==> config.mk <==
export PLATFORM = sky130hd
export DESIGN_NAME = cfg_cmd_ctrl
export DESIGN_NICKNAME = d
export VERILOG_FILES = /design/src/rtl/cfg_cmd_pkg.sv /design/src/rtl/cfg_cmd_decode.sv /design/src/rtl/cfg_cmd_exec.sv /design/src/rtl/cfg_cmd_regs.sv /design/src/rtl/cfg_cmd_ctrl.sv
export SDC_FILE = /design/constraint.sdc
export NUM_CORES = 1
export LEC_CHECK = 0
export ABC_CLOCK_PERIOD_IN_PS = 1700
export BUFFER_PORTS_ARGS = -buffer_cell sky130_fd_sc_hd__buf_2
export CAP_MARGIN = 10
export CORE_MARGIN = 2
export CORE_UTILIZATION = 28
export CTS_CLUSTER_SIZE = 10
export DETAILED_ROUTE_END_ITERATION = 10
export PLACE_DENSITY = 0.58
export SYNTH_ARGS = -nofsm -noshare
export SYNTH_HDL_FRONTEND = slang
export SYNTH_SLANG_ARGS = --single-unit
==> constraint.sdc <==
create_clock -name clk -period 1.7 [get_ports clk]
set_input_delay 0.17 -clock clk [delete_from_list [all_inputs] [get_ports clk]]
set_output_delay 0.17 -clock clk [all_outputs]
set_load 0.1 [all_outputs]
==> src/rtl/cfg_cmd_pkg.sv <==
package cfg_cmd_pkg;

  localparam int WORD_W = 32;
  localparam int STAT_W = 2;

  // Register offsets (byte addresses)
  localparam int OFF_DATA = 'hA0;
  localparam int OFF_CTRL = 'hA4;
  localparam int OFF_STAT = 'hA8;

  // Variant that carries the command registers
  localparam int VARIANT_WITH_CMD = 3;

  // Command codes after masking
  localparam logic [WORD_W-1:0] CODE_POWER_OFF = 32'hC080_0000;
  localparam logic [WORD_W-1:0] CODE_RESTART   = 32'hC090_0000;
  localparam logic [WORD_W-1:0] CTRL_FORCE_LOW = 32'h000C_0000;

  localparam logic [STAT_W-1:0] ST_DONE = 2'b01;
  localparam logic [STAT_W-1:0] ST_FAIL = 2'b10;

  typedef enum logic [1:0] {
    KIND_POWER_OFF = 2'd0,
    KIND_RESTART   = 2'd1,
    KIND_UNKNOWN   = 2'd2
  } cmd_kind_e;

  function automatic logic [WORD_W-1:0] ctrl_store(input logic [WORD_W-1:0] w);
    return w & ~CTRL_FORCE_LOW;
  endfunction

  function automatic cmd_kind_e classify(input logic [WORD_W-1:0] stored);
    if (stored == CODE_POWER_OFF) return KIND_POWER_OFF;
    if (stored == CODE_RESTART)   return KIND_RESTART;
    return KIND_UNKNOWN;
  endfunction

  function automatic logic [STAT_W-1:0] status_for(input cmd_kind_e k);
    return (k == KIND_UNKNOWN) ? (ST_DONE | ST_FAIL) : ST_DONE;
  endfunction

endpackage

==> src/rtl/cfg_cmd_decode.sv <==
module cfg_cmd_decode #(
  parameter int ADDR_W  = 8,
  parameter bit PRESENT = 1'b1
) (
  input  logic              wr_en,
  input  logic              rd_en,
  input  logic [ADDR_W-1:0] addr,
  output logic              sel_data,
  output logic              sel_ctrl,
  output logic              sel_stat,
  output logic              access,
  output logic              hit
);
  import cfg_cmd_pkg::*;

  assign access = wr_en | rd_en;

  generate
    if (PRESENT) begin : g_present
      assign sel_data = (addr == ADDR_W'(OFF_DATA));
      assign sel_ctrl = (addr == ADDR_W'(OFF_CTRL));
      assign sel_stat = (addr == ADDR_W'(OFF_STAT));
    end else begin : g_absent
      assign sel_data = 1'b0;
      assign sel_ctrl = 1'b0;
      assign sel_stat = 1'b0;
    end
  endgenerate

  assign hit = sel_data | sel_ctrl | sel_stat;
endmodule

==> src/rtl/cfg_cmd_exec.sv <==
module cfg_cmd_exec (
  input  logic                                  clk,
  input  logic                                  rst_n,
  input  logic                                  ctrl_wr,
  input  logic [cfg_cmd_pkg::WORD_W-1:0]        wdata,
  output logic [cfg_cmd_pkg::WORD_W-1:0]        ctrl_next,
  output logic [cfg_cmd_pkg::STAT_W-1:0]        status_next,
  output logic                                  shutdown_q,
  output logic                                  reboot_q
);
  import cfg_cmd_pkg::*;

  cmd_kind_e kind;

  always_comb begin
    ctrl_next   = ctrl_store(wdata);
    kind        = classify(ctrl_next);
    status_next = status_for(kind);
  end

  always_ff @(posedge clk) begin
    if (!rst_n) begin
      shutdown_q <= 1'b0;
      reboot_q   <= 1'b0;
    end else begin
      shutdown_q <= ctrl_wr && (kind == KIND_POWER_OFF);
      reboot_q   <= ctrl_wr && (kind == KIND_RESTART);
    end
  end
endmodule

==> src/rtl/cfg_cmd_regs.sv <==
module cfg_cmd_regs (
  input  logic                           clk,
  input  logic                           rst_n,
  input  logic                           wr_en,
  input  logic                           sel_data,
  input  logic                           sel_ctrl,
  input  logic                           sel_stat,
  input  logic [cfg_cmd_pkg::WORD_W-1:0] wdata,
  input  logic [cfg_cmd_pkg::WORD_W-1:0] ctrl_next,
  input  logic [cfg_cmd_pkg::STAT_W-1:0] status_next,
  output logic                           ctrl_wr,
  output logic [cfg_cmd_pkg::WORD_W-1:0] data_q,
  output logic [cfg_cmd_pkg::WORD_W-1:0] ctrl_q,
  output logic [cfg_cmd_pkg::STAT_W-1:0] stat_q
);
  import cfg_cmd_pkg::*;

  assign ctrl_wr = wr_en & sel_ctrl;

  always_ff @(posedge clk) begin
    if (!rst_n) begin
      data_q <= '0;
      ctrl_q <= '0;
      stat_q <= '0;
    end else begin
      if (wr_en && sel_data) data_q <= wdata;
      if (ctrl_wr) begin
        ctrl_q <= ctrl_next;
        stat_q <= status_next;
      end else if (wr_en && sel_stat) begin
        stat_q <= wdata[STAT_W-1:0];
      end
    end
  end
endmodule

==> src/rtl/cfg_cmd_ctrl.sv <==
module cfg_cmd_ctrl #(
  parameter int ADDR_W  = 8,
  parameter int VARIANT = 3
) (
  input  logic                           clk,
  input  logic                           rst_n,
  input  logic                           wr_en,
  input  logic                           rd_en,
  input  logic [ADDR_W-1:0]              addr,
  input  logic [cfg_cmd_pkg::WORD_W-1:0] wdata,
  output logic [cfg_cmd_pkg::WORD_W-1:0] rdata,
  output logic                           bad_addr,
  output logic                           shutdown_req,
  output logic                           reboot_req
);
  import cfg_cmd_pkg::*;

  localparam bit CFG_PRESENT = (VARIANT == VARIANT_WITH_CMD);

  logic              sel_data, sel_ctrl, sel_stat, access, hit;
  logic              ctrl_wr_evt;
  logic [WORD_W-1:0] ctrl_next, data_q, ctrl_q, rd_val;
  logic [STAT_W-1:0] status_next, stat_q;

  cfg_cmd_decode #(.ADDR_W(ADDR_W), .PRESENT(CFG_PRESENT)) u_decode (
    .wr_en(wr_en), .rd_en(rd_en), .addr(addr),
    .sel_data(sel_data), .sel_ctrl(sel_ctrl), .sel_stat(sel_stat),
    .access(access), .hit(hit)
  );

  cfg_cmd_exec u_exec (
    .clk(clk), .rst_n(rst_n), .ctrl_wr(ctrl_wr_evt), .wdata(wdata),
    .ctrl_next(ctrl_next), .status_next(status_next),
    .shutdown_q(shutdown_req), .reboot_q(reboot_req)
  );

  cfg_cmd_regs u_regs (
    .clk(clk), .rst_n(rst_n), .wr_en(wr_en),
    .sel_data(sel_data), .sel_ctrl(sel_ctrl), .sel_stat(sel_stat),
    .wdata(wdata), .ctrl_next(ctrl_next), .status_next(status_next),
    .ctrl_wr(ctrl_wr_evt), .data_q(data_q), .ctrl_q(ctrl_q), .stat_q(stat_q)
  );

  always_comb begin
    rd_val = '0;
    if (sel_data) rd_val = data_q;
    if (sel_ctrl) rd_val = ctrl_q;
    if (sel_stat) rd_val = {{(WORD_W-STAT_W){1'b0}}, stat_q};
  end

  always_ff @(posedge clk) begin
    if (!rst_n) begin
      rdata    <= '0;
      bad_addr <= 1'b0;
    end else begin
      rdata    <= rd_en ? rd_val : '0;
      bad_addr <= access && !hit;
    end
  end
endmodule

# After elaboration in Yosys (flattened, before gate mapping)
# Cells that the tools add are included.
# totals
register_bits	99
inputBits	44
out_inout_bits	35
word_cells	44
# op_classes
eq_ne	7
mux	13
n_bitwise	6
n_reduce_logical	10
# ops
operator	n
32-bit two-way mux	2
30-bit equality test, second input constant	2
8-bit equality test, second input constant	3
2-bit two-way mux	8
1-bit logical AND	5
1-bit two-way mux	3
1-bit OR	3
3-bit OR reduction	1
2-bit by 1-bit equality test with 1-bit output, second input constant	1
2-bit equality test, second input constant	1
2-bit logical NOT	1
1-bit inverter	2
2-bit AND reduction	1
2-bit nonzero test	1
1-bit bitwise AND	1
1-bit logical NOT	1

# Depth between registers and ports, before layout
# Gate-level depths: netlist of run 1.
# depth
word_depth	8
depth_mapped	7
mapped_depth_nobuf	4

# Cells and area by module
# From an unflattened synthesis of run 1, not the netlist that was laid out.
# unflattened
hier_cells	510
hier_area_um2	4742.0
# modules_own_cells
mod	instances	cells_per_inst	area_each_um2	seq_area_each_um2
cfg_cmd_regs	1	301	2919.0	1321.3
cfg_cmd_ctrl	1	147	1308.8	660.6
cfg_cmd_exec	1	53	434.2	40.0
cfg_cmd_decode	1	9	80.1	0.0

# Least setup slack after synthesis of run 1
# No wires, ideal clock.
# synth_timing
path_type	in2reg
start	in addr[6]
end	reg u_regs.ctrl_q[0] (netlist bit)
setup_time_ns	0.132
arrival_time_ns	1.535
required_ns	1.568
setup_slack_ns	0.032
stages	6
n_path_buf	2
cell_sequence	or4b_4 or3_1 clkbuf_1 clkbuf_1 nand2_1 a21oi_1
# synth_via
elab_chain_cells	2
# synth_rtl
element	line_no	text
from (decl)	cfg_cmd_ctrl.sv:9	input logic [ADDR_W-1:0] addr,
8-bit equality test	cfg_cmd_decode.sv:21	assign sel_ctrl = (addr == ADDR_W'(OFF_CTRL));
1-bit bitwise AND	cfg_cmd_regs.sv:18	assign ctrl_wr = wr_en & sel_ctrl;
to (signal assigned)	cfg_cmd_regs.sv:28	ctrl_q <= ctrl_next;
to (decl)	cfg_cmd_regs.sv:13	output logic [cfg_cmd_pkg::WORD_W-1:0] ctrl_q,
# No other way between the ends.
# A chain may end at the register's enable or synchronous reset.

# Worst setup path in the final report of run 1
# layout_timing
start	in addr[6]
end	reg u_exec.shutdown_q
# layout_via
elab_chain_cells	3
# layout_rtl
element	line_no	text
8-bit equality test	cfg_cmd_decode.sv:21	
1-bit bitwise AND	cfg_cmd_regs.sv:18	
1-bit logical AND	cfg_cmd_exec.sv:26	shutdown_q <= ctrl_wr && (kind == KIND_POWER_OFF);
to (signal assigned)	cfg_cmd_exec.sv:26	
to (decl)	cfg_cmd_exec.sv:8	output logic shutdown_q,
# No other way between the ends.

==> tab_implementation.tex, run 1 <==
\begin{tabular}{lr}
\hline
Metric & Value \\
\hline
\multicolumn{2}{l}{\textbf{Logic synthesis}} \\
Post-Synth XOR/XNOR Area & 0\% \\
Cell variety after synth & 32 \\
Cell types with the largest area share after synthesis & dfxtp\_1 (57\%), nand2\_1 (14\%), a21oi\_1 (9.6\%) \\
Simple-gate area share of the yosys netlist & 21.01\% \\
Mean Syn Cell Area & 8.765 sq um \\
Post-Synthesis Cells & 394 \\
Share of synthesized registers carrying an async set or reset & 0\% \\
Adder-Cell Fraction of Synth Area & 0\% \\
Area share of the largest cell type after synthesis & 57.39\% \\
Sequential fraction of the synthesis area & 57.39\% \\
Library cell occupying the most area in the post-synthesis netlist & dfxtp\_1 \\
Multiplexer share of the synthesized area & 0.6159\% \\
Register bit count reported by yosys & 99 \\
Number of flops mapped to enable cells by yosys & 0 \\
Warnings from Yosys & 0 \\
Netlist area before placement & 3453 sq um \\
Post-synth net total & 438 \\
Most used DFF post-synth & dfxtp\_1 \\
Complex-gate fraction of the synthesized area & 17.79\% \\
Dominant combinational cell family by area after synthesis & simple AND/OR/NAND/NOR gates \\
\multicolumn{2}{l}{\textbf{STA}} \\
Final worst path period share & 84.10\% \\
RSZ-0062 raised after global routing & no \\
Post-route clock skew & 0.005334 ns \\
Setup TNS & 0 ns \\
Max-slew headroom at the worst pin & 66.89\% \\
Final Worst Setup Slack & 0.2703 ns \\
Minimum clock period after layout & 1.430 ns \\
Fmax & 0.6995 GHz \\
Final number of hold-violating endpoints & 0 \\
Final setup fails & 0 \\
Count of pins over their slew limit & 0 \\
Measured slew at the worst slew-check pin & 0.5001 ns \\
\multicolumn{2}{l}{\textbf{Power and ir drop}} \\
Share of total power in sequential cells & 49.0\% \\
Cell-internal power & 3.758 mW \\
Cell area power density & 1065 nW/um\^{}2 \\
Portion of total power attributed to combinational logic & 3.6\% \\
Worst IR drop on VDD & 0.0004757 V \\
Leakage power figure & 1.715 nW \\
Switching fraction of total power & 20.67\% \\
Share of power burned in the clock network & 47.4\% \\
Net load switching power & 0.9791 mW \\
\multicolumn{2}{l}{\textbf{Drt}} \\
Final WL & 8872 um \\
Antenna-violating nets left & 0 \\
TritonRoute pass-1 iters & 4 \\
DRC violation count after routing & 0 \\
Via count normalized by instance count & 4.753 \\
DR vias & 2966 \\
Drt wl/cell & 14.22 um \\
First-iteration detailed-routing DRC count & 224 \\
\multicolumn{2}{l}{\textbf{Hold path}} \\
Hold WC Path Type & in2reg \\
\multicolumn{2}{l}{\textbf{Die}} \\
Effective utilization at floorplan & 28.75\% \\
Standard cell core area & 12010 sq um \\
Top Ports & 79 \\
Die area & 13240 sq um \\
Die X & 115.1 um \\
Y dimension of the die & 115.1 um \\
Number of core rows & 40 \\
\multicolumn{2}{l}{\textbf{Worst setup path}} \\
Worst Path Arrival & 1.70 ns \\
Sort of element at the end of the critical path & flip-flop \\
Kind of launch point of the worst setup path & input port \\
Setup Crit Path Kind & in2reg \\
Max Fanout on Critical Path & 3 \\
Required time of the worst setup path & 1.97 ns \\
\multicolumn{2}{l}{\textbf{Placement}} \\
Cell area reported after detailed placement & 4110 sq um \\
Post-placement cell count & 608 \\
Post-DP HPWL & 5950 um \\
Setup slack at placement & -0.07337 ns \\
Final GP Congestion & 0.7631 \\
Number of port buffers & 78 \\
\multicolumn{2}{l}{\textbf{Run status}} \\
Status & finished, final reports clean \\
\multicolumn{2}{l}{\textbf{Global routing}} \\
Overall track demand over capacity in global routing & 13.71\% \\
Number of antenna violations at the first check in global routing & 0 \\
Wire length of the first global-routing pass & 14120 um \\
Leftover overflow at the end of global routing & 0 \\
Vias in the first global route & 2856 \\
Pin count of the biggest net entering global routing & 49 \\
\multicolumn{2}{l}{\textbf{Final layout}} \\
Layout cells sized above 1 & 24.74\% \\
Synth-to-layout area growth & 28.80\% \\
Final standard cell count with taps included and fillers excluded & 624 \\
Final std cell area, no fill & 4448 sq um \\
Count of fill cells added during filler insertion & 1247 \\
Count of nets after finishing & 516 \\
Antenna cells & 0 \\
\multicolumn{2}{l}{\textbf{CTS}} \\
Number of buffers on the longest clock path & 2 \\
Number of levels the H-tree was split into & 3 \\
Number of instances resized during post-cts repair & 0 \\
Source-to-sink clock delay at the later pin of the worst-skew pair & 0.34 ns \\
Total CTS buffers & 9 \\
Postcts setup bufs & 0 \\
Hold Buf Count CTS & 0 \\
Clock input transition at the sequential cells of the worst setup and hold paths & 0.07 ns \\
Clock sink count & 99 \\
Clock tree from TritonCTS & done \\
Clock root buffer master & clkbuf\_16 \\
\multicolumn{2}{l}{\textbf{Job}} \\
Max-cap violations & 0 \\
\hline
\end{tabular}
## per-layer routing
metal | track usage [%] | wire [um] | vias to the layer above
met4 | 4.337 | 109 | 0
met2 | 21.96 | 4092 | 93
met3 | 3.374 | 499 | 9
met5 | 0 | 0 | -
met1 | 18.27 | 4171 | 1372
li1 | - | - | 1492
## cell type report
cell class	count	area (sq um)	area share (%)
clock buffers	11	252.7	5.682
clock inverters	5	85.08	1.913
inverters	2	7.507	0.1688
multi-input cells	267	1371	30.83
flip-flops and latches	99	1982	44.56
well taps	147	183.9	4.135
repair buffers	93	565.5	12.71
## flip-flops by register name, indices dropped and copies added (netlist names)
signal	cells
u_regs.ctrl_q	30
u_exec.reboot_q	1
u_exec.shutdown_q	1
u_regs.stat_q	2
bad_addr	1
rdata	32
u_regs.data_q	32
## logic make-up after synthesis
| family | Yosys count |
|---|---|
| and+or+nand+nor | 165 |
| AOI/OAI and AO/OA | 100 |
| DFF | 99 |
| buffers and inverters | 28 |
| muxes | 2 |
## path summary, 6_finish.rpt
path | from | end | slack [ns] | depth (start not counted)
worst min register to register | u_regs.data_q[15] | u_regs.data_q[15] | 0.45 | 2
worst max-delay path | addr[6] | u_exec.shutdown_q | 0.27 | 5
worst max register to register | u_regs.stat_q[1] | u_regs.stat_q[1] | 0.85 | 2
worst min-delay path | wdata[20] | u_exec.shutdown_q | 0.07 | 2
## critical path, cell delays in order
cell	delay [ns]
buf_2	0.11
or4b_4	0.53
or3_1	0.44
nor3_2	0.26
nor3b_2	0.19
## power groups by stage
| stage | logic [mW] | clock network [mW] | registers [mW] |
|---|---|---|---|
| 4_1_cts | 0.169 | 2.29 | 2.32 |
| 2_1_floorplan | 0.0516 | 0 | 2.39 |
| 3_5_place_dp | 0.168 | 0 | 2.38 |
| 6_report | 0.170 | 2.24 | 2.32 |
| 5_1_grt | 0.185 | 2.41 | 2.32 |
| 3_3_place_gp | 0.167 | 0 | 2.38 |
## synth_stat cells (all sizes together), types with 2 or more instances
master / n
nor4b: 4
dfxtp: 99
a22o: 28
nor4: 3
and2: 2
nand2b: 3
nor3: 5
nand4: 3
a21oi: 66
nor2: 8
clkbuf: 22
buf: 4
and3: 2
nand2: 128
o21ai: 3
inv: 2
## per-stage QoR
stage / power [mW] / utilization (%) / hold slack (ns)
6_report: 4.737 / 37.03 / 0.06528
5_1_grt: 4.916 / 37.03 / 0.05653
4_1_cts: 4.784 / 37.03 / 0.05326
3_5_place_dp: 2.545 / 34.22 / 0.4143
3_3_place_gp: 2.544 / 34.22 / 0.4115
2_1_floorplan: 2.440 / - / 0.2395
## cell usage in the layout, fill, tap and decap left out, types with 2 or more instances in the layout
cell	instances
nand2_1	128
and3_1	2
clkbuf_16	9
buf_4	10
clkbuf_8	2
nor4_1	3
nor4b_1	3
nor2_1	7
o21ai_0	3
clkinv_4	2
bufinv_16	2
and2_1	2
nor3_2	3
buf_12	5
nand2b_1	3
nor3_1	2
dfxtp_1	99
a22o_1	28
buf_2	78
nand4_1	3
a21oi_1	66
Power figures use the tool's default switching activity.
==> inputs of run 2 (changes only) <==
- ABC_AREA: default -> 1
- ABC_CLOCK_PERIOD_IN_PS: 1700 -> 1300
- PLACE_DENSITY: 0.58 -> 0.57
- clock period: 1.7 -> 1.3 ns (I/O delays scaled with it)
==> run 2 against run 1 <==
Sequential cell count stayed put. Sequential share of layout area is 2.5 points lower. Synthesized area is 8.4% higher. Clock power is 14% higher. Count of clock-buffer cells in the layout is 2 higher. Critical endpoint is now rdata[31]. Power is 23% higher.
==> tab_implementation.tex, run 2 <==
\begin{tabular}{lr}
\hline
Metric & Value \\
\hline
\multicolumn{2}{l}{\textbf{Run status}} \\
Status & finished, final reports clean \\
\multicolumn{2}{l}{\textbf{Logic synthesis}} \\
Number of flops mapped to enable cells by yosys & 0 (unchanged) \\
Library cell occupying the most area in the post-synthesis netlist & dfxtp\_1 \\
Register bit count reported by yosys & 99 (unchanged) \\
Cell variety after synth & 27 (-16\%) \\
Sequential fraction of the synthesis area & 52.96\% (-4.4 points) \\
Mean Syn Cell Area & 7.669 sq um (-13\%) \\
Most used DFF post-synth & dfxtp\_1 \\
Post-Synthesis Cells & 488 (+24\%) \\
Leading cell types by count after synthesis & nand2\_1 (144), dfxtp\_1 (99), a21oi\_1 (51) \\
Share of synthesized registers carrying an async set or reset & 0\% (unchanged) \\
Netlist area before placement & 3742 sq um (+8.4\%) \\
Area share of the largest cell type after synthesis & 52.96\% (-4.4 points) \\
Cell types with the largest area share after synthesis & dfxtp\_1 (53\%), nand2\_1 (14\%), a21oi\_1 (6.8\%) \\
Post-synth net total & 532 (+21\%) \\
Warnings from Yosys & 0 (unchanged) \\
Most frequently used cell type in the post-synthesis netlist & nand2\_1 \\
\multicolumn{2}{l}{\textbf{Final layout}} \\
Layout cells sized above 1 & 22.11\% (-2.6 points) \\
Count of nets after finishing & 618 (+20\%) \\
Largest registers & rdata: 32 flops, u\_regs.data\_q: 32 flops, u\_regs.ctrl\_q: 30 flops \\
Synth-to-layout area growth & 25.94\% \\
Antenna cells & 0 (unchanged) \\
Highest-count cells in the layout ignoring fill and taps & nand2\_1 (144), dfxtp\_1 (99), buf\_2 (78), a21oi\_1 (51), nor2\_1 (43) \\
Most common library cell in the layout ignoring fill and taps & nand2\_1 \\
\multicolumn{2}{l}{\textbf{Drt}} \\
DR vias & 3381 (+14\%) \\
Via count normalized by instance count & 4.478 (-5.8\%) \\
First-iteration detailed-routing DRC count & 204 (-8.9\%) \\
Final WL & 9847 um (+11\%) \\
Drt wl/cell & 13.04 um (-8.3\%) \\
DRC violation count after routing & 0 (unchanged) \\
Antenna-violating nets left & 0 (unchanged) \\
TritonRoute pass-1 iters & 4 (unchanged) \\
\multicolumn{2}{l}{\textbf{Die}} \\
Number of core rows & 42 (+5.0\%) \\
Effective utilization at floorplan & 28.49\% (-0.26 points) \\
Die area & 14310 sq um (+8.1\%) \\
Standard cell core area & 13140 sq um (+9.4\%) \\
Y dimension of the die & 119.6 um (+4.0\%) \\
Top Ports & 79 (unchanged) \\
Die X & 119.6 um (+4.0\%) \\
\multicolumn{2}{l}{\textbf{CTS}} \\
Number of levels the H-tree was split into & 3 (unchanged) \\
Clock input transition at the sequential cells of the worst setup and hold paths & 0.06 ns (about the same) \\
Number of instances resized during post-cts repair & 0 (unchanged) \\
Clock sink count & 99 (unchanged) \\
Clock root buffer master & clkbuf\_16 \\
Hold Buf Count CTS & 0 (unchanged) \\
Number of buffers on the longest clock path & 2 (unchanged) \\
Source-to-sink clock delay at the later pin of the worst-skew pair & 0.35 ns (about the same) \\
Clock tree from TritonCTS & done \\
Postcts setup bufs & 0 (unchanged) \\
Total CTS buffers & 9 (unchanged) \\
\multicolumn{2}{l}{\textbf{STA}} \\
Measured slew at the worst slew-check pin & 0.4966 ns (-0.003499 ns) \\
Final number of hold-violating endpoints & 0 (unchanged) \\
Final setup fails & 0 (unchanged) \\
Fmax & 0.8014 GHz \\
Final worst path period share & 95.98\% \\
Max-slew headroom at the worst pin & 67.12\% (+0.23 points) \\
Setup TNS & 0 ns (unchanged) \\
Minimum clock period after layout & 1.248 ns \\
RSZ-0062 raised after global routing & no \\
Post-route clock skew & 0.003893 ns (-0.001441 ns) \\
Count of pins over their slew limit & 0 (unchanged) \\
\multicolumn{2}{l}{\textbf{Hold path}} \\
Hold WC Path Type & in2reg \\
\multicolumn{2}{l}{\textbf{Worst setup path}} \\
Max Fanout on Critical Path & 1 (-2) \\
Worst Path Arrival & 1.12 ns (-0.58 ns) \\
Gate family responsible for the most delay along the worst path & buffers and inverters \\
Maximum single-stage delay on the critical path & 0.43 ns (-0.10 ns) \\
List of cells traversed by the critical path & buf\_2 \\
Setup Crit Path Kind & reg2out \\
CP bufs+invs & 1 (unchanged) \\
Required time of the worst setup path & 1.17 ns (-0.80 ns) \\
Kind of launch point of the worst setup path & flip-flop \\
Cell type of the slowest stage on the worst timing path & buf\_2 \\
Sort of element at the end of the critical path & output pin \\
\multicolumn{2}{l}{\textbf{Power and ir drop}} \\
Cell area power density & 1241 nW/um\^{}2 (+17\%) \\
Worst IR drop on VDD & 0.0007386 V (+55\%) \\
Leakage power figure & 2.180 nW (+27\%) \\
Post-layout power & 5.849 mW (+23\%) \\
\multicolumn{2}{l}{\textbf{Global routing}} \\
Pin count of the biggest net entering global routing & 35 (-29\%) \\
Met2 Usage GRT & 22.04\% (+0.075 points) \\
Met3 Track Usage GR & 3.802\% (+0.43 points) \\
Leftover overflow at the end of global routing & 0 (unchanged) \\
Wire length of the first global-routing pass & 15730 um (+11\%) \\
Highest-utilization routing layer at the global route stage & met2 \\
Number of antenna violations at the first check in global routing & 0 (unchanged) \\
Overall track demand over capacity in global routing & 14.12\% (+0.41 points) \\
Met1 usage in global routing & 18.16\% (-0.12 points) \\
Vias in the first global route & 3262 (+14\%) \\
\multicolumn{2}{l}{\textbf{Placement}} \\
Post-DP HPWL & 7049 um (+18\%) \\
Number of port buffers & 78 (unchanged) \\
Final GP Congestion & 0.8068 (+5.7\%) \\
\multicolumn{2}{l}{\textbf{Job}} \\
Max-cap violations & 0 (unchanged) \\
\hline
\end{tabular}
-- run 2: cell types whose count changed after synthesis, sizes merged, moves of 3 or more --
cell | before | now
nor2 | 8 | 47
inv | 2 | 35
nand3 | 1 | 34
o21ai | 3 | 36
a22o | 28 | 0
nand2 | 128 | 146
buf | 4 | 20
a21oi | 66 | 51
clkbuf | 22 | 7
nor4b | 4 | 0
nand2b | 3 | 0
nor4 | 3 | 0
-- run 2: cell type report --
type / instances / area [sq um]
fill: 1405 / 8424
sequential: 99 / 1982
multi-input combinational: 326 / 1459
timing repair buffer: 102 / 633.1
clock buffer: 13 / 260.3
tap: 176 / 220.2
inverter: 36 / 136.4
clock inverter: 3 / 22.52
-- run 2: stage by stage --
| stage | hold WS [ns] | cell area, sq um | instances | util, % | worst slack, ns |
|---|---|---|---|---|---|
| CTS | 0.01622 | 4713 | 755 | 35.88 | 0.03467 |
| finish | 0.02416 | 4713 | 755 | 35.88 | 0.05226 |
| floorplan | 0.2648 | 3742 | 488 | - | 0.1819 |
| global placement | 0.3613 | 4431 | 739 | 33.72 | -0.07020 |
| global route | 0.02784 | 4713 | 755 | 35.88 | 0.01426 |
| detailed placement | 0.3709 | 4431 | 739 | 33.72 | -0.09448 |
-- run 2: path summary, 6_finish.rpt --
kind	startpoint	end	slack (ns)	cells after the start
setup / recovery	rdata[31]	rdata[31]	0.05	1
hold / removal	wdata[19]	u_regs.data_q[19]	0.02	3
setup reg to reg	u_regs.stat_q[0]	rdata[0]	0.56	3
hold reg to reg	u_regs.data_q[19]	rdata[19]	0.43	2
-- run 2: logic make-up after synthesis --
| kind of cell | after synthesis | synth area share [%] |
|---|---|---|
| AO/OA/AOI/OAI | 90 | 12.24 |
| buffers and inverters | 63 | 8.058 |
| flip-flops | 99 | 52.96 |
| AND/OR/NAND/NOR | 236 | 26.75 |
-- run 2: report_power, final --
group          switching, mW  leakage [nW]  internal (mW)
registers            0.00243         0.797           3.04
clock network           1.14         0.128           1.40
logic                  0.172          1.25         0.0899
total                   1.32          2.18           4.53
-- run 2: routing by layer --
metal / vias to the layer above / wire [um]
met5: - / 0
met4: 0 / 223
met3: 15 / 672
met2: 117 / 4408
met1: 1528 / 4542
li1: 1721 / -
==> inputs of run 3 (changes only) <==
- CORE_MARGIN: 2 -> 1
==> run 3 against run 2 <==
Power grew 4.3%. Die area decreased by 3.3%. Final area increased by 1.2%. First-iteration DRC count decreased by 11%. Utilization grew 1.3 points. Sequential share of layout area down 0.51 points. Count of clock-buffer cells in the layout shrank 1. Via count shrank 2.1%. Clock skew decreased by 0.00070 ns. Critical path depth did not move. Worst setup slack gained 0.012 ns. Routed wire length shrank 3.0%.
==> tab_implementation.tex, run 3 (synthesized netlist as in run 2, its figures left out) <==
\begin{tabular}{lr}
\hline
Metric & Value \\
\hline
\multicolumn{2}{l}{\textbf{Job}} \\
Max-cap violations & 0 (unchanged) \\
\multicolumn{2}{l}{\textbf{CTS}} \\
Clock root buffer master & clkbuf\_16 \\
Number of buffers on the longest clock path & 2 (unchanged) \\
Clock tree from TritonCTS & done \\
Source-to-sink clock delay at the later pin of the worst-skew pair & 0.34 ns (about the same) \\
Hold Buf Count CTS & 0 (unchanged) \\
Total CTS buffers & 9 (unchanged) \\
Number of levels the H-tree was split into & 3 (unchanged) \\
Clock input transition at the sequential cells of the worst setup and hold paths & 0.07 ns (about the same) \\
Clock sink count & 99 (unchanged) \\
Number of instances resized during post-cts repair & 0 (unchanged) \\
Postcts setup bufs & 0 (unchanged) \\
\multicolumn{2}{l}{\textbf{Worst setup path}} \\
CP bufs+invs & 1 (unchanged) \\
Gate family responsible for the most delay along the worst path & buffers and inverters \\
Internal reg-to-reg setup slack & 0.54 ns (-0.02 ns) \\
Reg2Reg Launch Point & u\_regs.stat\_q[0] \\
Path depth of the worst reg2reg path & 3 (unchanged) \\
Cell depth of the worst setup path & 1 (unchanged) \\
Sort of element at the end of the critical path & output pin \\
Worst Path Arrival & 1.11 ns (about the same) \\
List of cells traversed by the critical path & buf\_2 \\
Maximum single-stage delay on the critical path & 0.43 ns (about the same) \\
Max Fanout on Critical Path & 1 (unchanged) \\
First element of the critical path & rdata[2] \\
Setup Crit Path Kind & reg2out \\
Capturing instance or port of the critical path & rdata[2] \\
Kind of launch point of the worst setup path & flip-flop \\
Cell type of the slowest stage on the worst timing path & buf\_2 \\
RR Endpoint & rdata[0] \\
Required time of the worst setup path & 1.17 ns (about the same) \\
\multicolumn{2}{l}{\textbf{STA}} \\
Post-route clock skew & 0.003194 ns (-0.0006985 ns) \\
Final number of hold-violating endpoints & 0 (unchanged) \\
RSZ-0062 raised after global routing & no \\
Setup TNS & 0 ns (unchanged) \\
Final worst path period share & 95.08\% (-0.90 points) \\
Count of pins over their slew limit & 0 (unchanged) \\
Final setup fails & 0 (unchanged) \\
Measured slew at the worst slew-check pin & 0.4951 ns (-0.001529 ns) \\
Hold Slack & 0.04415 ns (+0.01999 ns) \\
Minimum clock period after layout & 1.236 ns (-0.01168 ns) \\
Fmax & 0.8090 GHz (+0.94\%) \\
Max-slew headroom at the worst pin & 67.22\% (+0.10 points) \\
\multicolumn{2}{l}{\textbf{Run status}} \\
Status & finished, final reports clean \\
\multicolumn{2}{l}{\textbf{Global routing}} \\
Vias in the first global route & 3108 (-4.7\%) \\
Leftover overflow at the end of global routing & 0 (unchanged) \\
Overall track demand over capacity in global routing & 14.11\% (about the same) \\
Pin count of the biggest net entering global routing & 19 (-46\%) \\
Number of antenna violations at the first check in global routing & 0 (unchanged) \\
Wire length of the first global-routing pass & 15370 um (-2.3\%) \\
\multicolumn{2}{l}{\textbf{Final layout}} \\
Count of fill cells added during filler insertion & 1376 (-2.1\%) \\
Antenna cells & 0 (unchanged) \\
Count of nets after finishing & 621 (+0.49\%) \\
Largest registers & rdata: 32 flops, u\_regs.data\_q: 32 flops, u\_regs.ctrl\_q: 30 flops \\
Highest-count cells in the layout ignoring fill and taps & nand2\_1 (144), dfxtp\_1 (99), buf\_2 (78), a21oi\_1 (51), nor2\_1 (43) \\
Share of the core filled with cells in the final layout & 37.20\% (+1.3 points) \\
Most common library cell in the layout ignoring fill and taps & nand2\_1 \\
Layout cells sized above 1 & 22.85\% (+0.75 points) \\
Synth-to-layout area growth & 27.48\% \\
Final std cell area, no fill & 4771 sq um (+1.2\%) \\
\multicolumn{2}{l}{\textbf{Drt}} \\
Antenna-violating nets left & 0 (unchanged) \\
DRC violation count after routing & 0 (unchanged) \\
Length of routed wiring on met1 & 4804 um (+5.8\%) \\
TritonRoute pass-1 iters & 5 (+1) \\
Detailed-routed wire length on met2 & 4253 um (-3.5\%) \\
Drt wl/cell & 12.67 um (-2.9\%) \\
Final WL & 9553 um (-3.0\%) \\
First-iteration detailed-routing DRC count & 181 (-11\%) \\
Highest metal layer with signal wires & met4 \\
Sum of met3 wire segment lengths after detailed routing & 392 um (-42\%) \\
Via count normalized by instance count & 4.391 (-1.9\%) \\
DR vias & 3311 (-2.1\%) \\
\multicolumn{2}{l}{\textbf{Power and ir drop}} \\
Share of total power in sequential cells & 49.8\% (-2.2 points) \\
Post-layout power & 6.100 mW (+4.3\%) \\
Net load switching power & 1.305 mW (-0.98\%) \\
Portion of total power attributed to combinational logic & 4.4\% (about the same) \\
Worst IR drop on VDD & 0.0005344 V (-28\%) \\
Cell-internal power & 4.795 mW (+5.8\%) \\
Cell area power density & 1279 nW/um\^{}2 (+3.0\%) \\
Leakage power figure & 2.227 nW (+2.2\%) \\
Share of power burned in the clock network & 45.8\% (+2.2 points) \\
Switching fraction of total power & 21.39\% (-1.1 points) \\
\multicolumn{2}{l}{\textbf{Die}} \\
Standard cell core area & 12820 sq um (-2.4\%) \\
Y dimension of the die & 117.6 um (-1.7\%) \\
Die area & 13830 sq um (-3.3\%) \\
Top Ports & 79 (unchanged) \\
Effective utilization at floorplan & 29.18\% (+0.69 points) \\
Die X & 117.6 um (-1.7\%) \\
Number of core rows & 41 (-2.4\%) \\
\multicolumn{2}{l}{\textbf{Placement}} \\
Post-DP HPWL & 6981 um (-0.96\%) \\
Cell area reported after detailed placement & 4448 sq um (+0.40\%) \\
Number of port buffers & 78 (unchanged) \\
Final GP Congestion & 0.7929 (-1.7\%) \\
\multicolumn{2}{l}{\textbf{Hold path}} \\
Hold WC Path Type & in2reg \\
\hline
\end{tabular}
run 3: cell count changes in the layout (fill, tap and decap cells not counted), sizes merged:
cell      delta
clkbuf       -1
clkinvlp     -3
clkinv       +2
inv          +1
buf          +3
bufinv       +1
run 3: through the flow:
stage / worst slack, ns / std cells
global route: 0.03286 / 754
finish: 0.06393 / 754
floorplan: 0.1819 / 488
CTS: 0.04712 / 754
detailed placement: -0.04661 / 738
global placement: -0.009647 / 738
run 3: layer usage:
| layer | vias up | global-route usage [%] |
|---|---|---|
| li1 | 1731 | - |
| met1 | 1486 | 19.24 |
| met2 | 86 | 21.73 |
| met3 | 8 | 3.149 |
| met4 | 0 | 5.048 |
| met5 | - | 0 |
run 3: cell type report:
cell class / count / area [sq um] / area share, %
inverters: 36 / 136.4 / 2.859
clock inverters: 4 / 56.30 / 1.180
repair buffers: 105 / 655.6 / 13.74
flip-flops and latches: 99 / 1982 / 41.54
multi-input cells: 326 / 1459 / 30.58
well taps: 172 / 215.2 / 4.511
clock buffers: 12 / 266.5 / 5.586
run 3: how the worst min path moves through the flow:
stage | slack, ns | to | start | depth (start not counted)
2_1_floorplan | 0.26 | u_regs.data_q[10] | wdata[10] | 2
3_3_place_gp | 0.39 | u_regs.data_q[18] | wdata[18] | 3
3_5_place_dp | 0.39 | u_regs.data_q[19] | wdata[19] | 3
4_1_cts | 0.04 | u_regs.data_q[19] | wdata[19] | 3
5_1_grt | 0.04 | u_regs.ctrl_q[5] | wdata[5] | 3
6_report | 0.04 | u_regs.data_q[18] | wdata[18] | 3
run 3: power by group through the flow:
stage / clock network [mW] / registers [mW] / logic, mW
final: 2.79 / 3.04 / 0.267
after global routing: 2.99 / 3.04 / 0.293
after CTS: 2.85 / 3.04 / 0.267
after detailed placement: 0 / 3.11 / 0.266
after global placement: 0 / 3.11 / 0.264
after floorplan: 0 / 3.12 / 0.0991
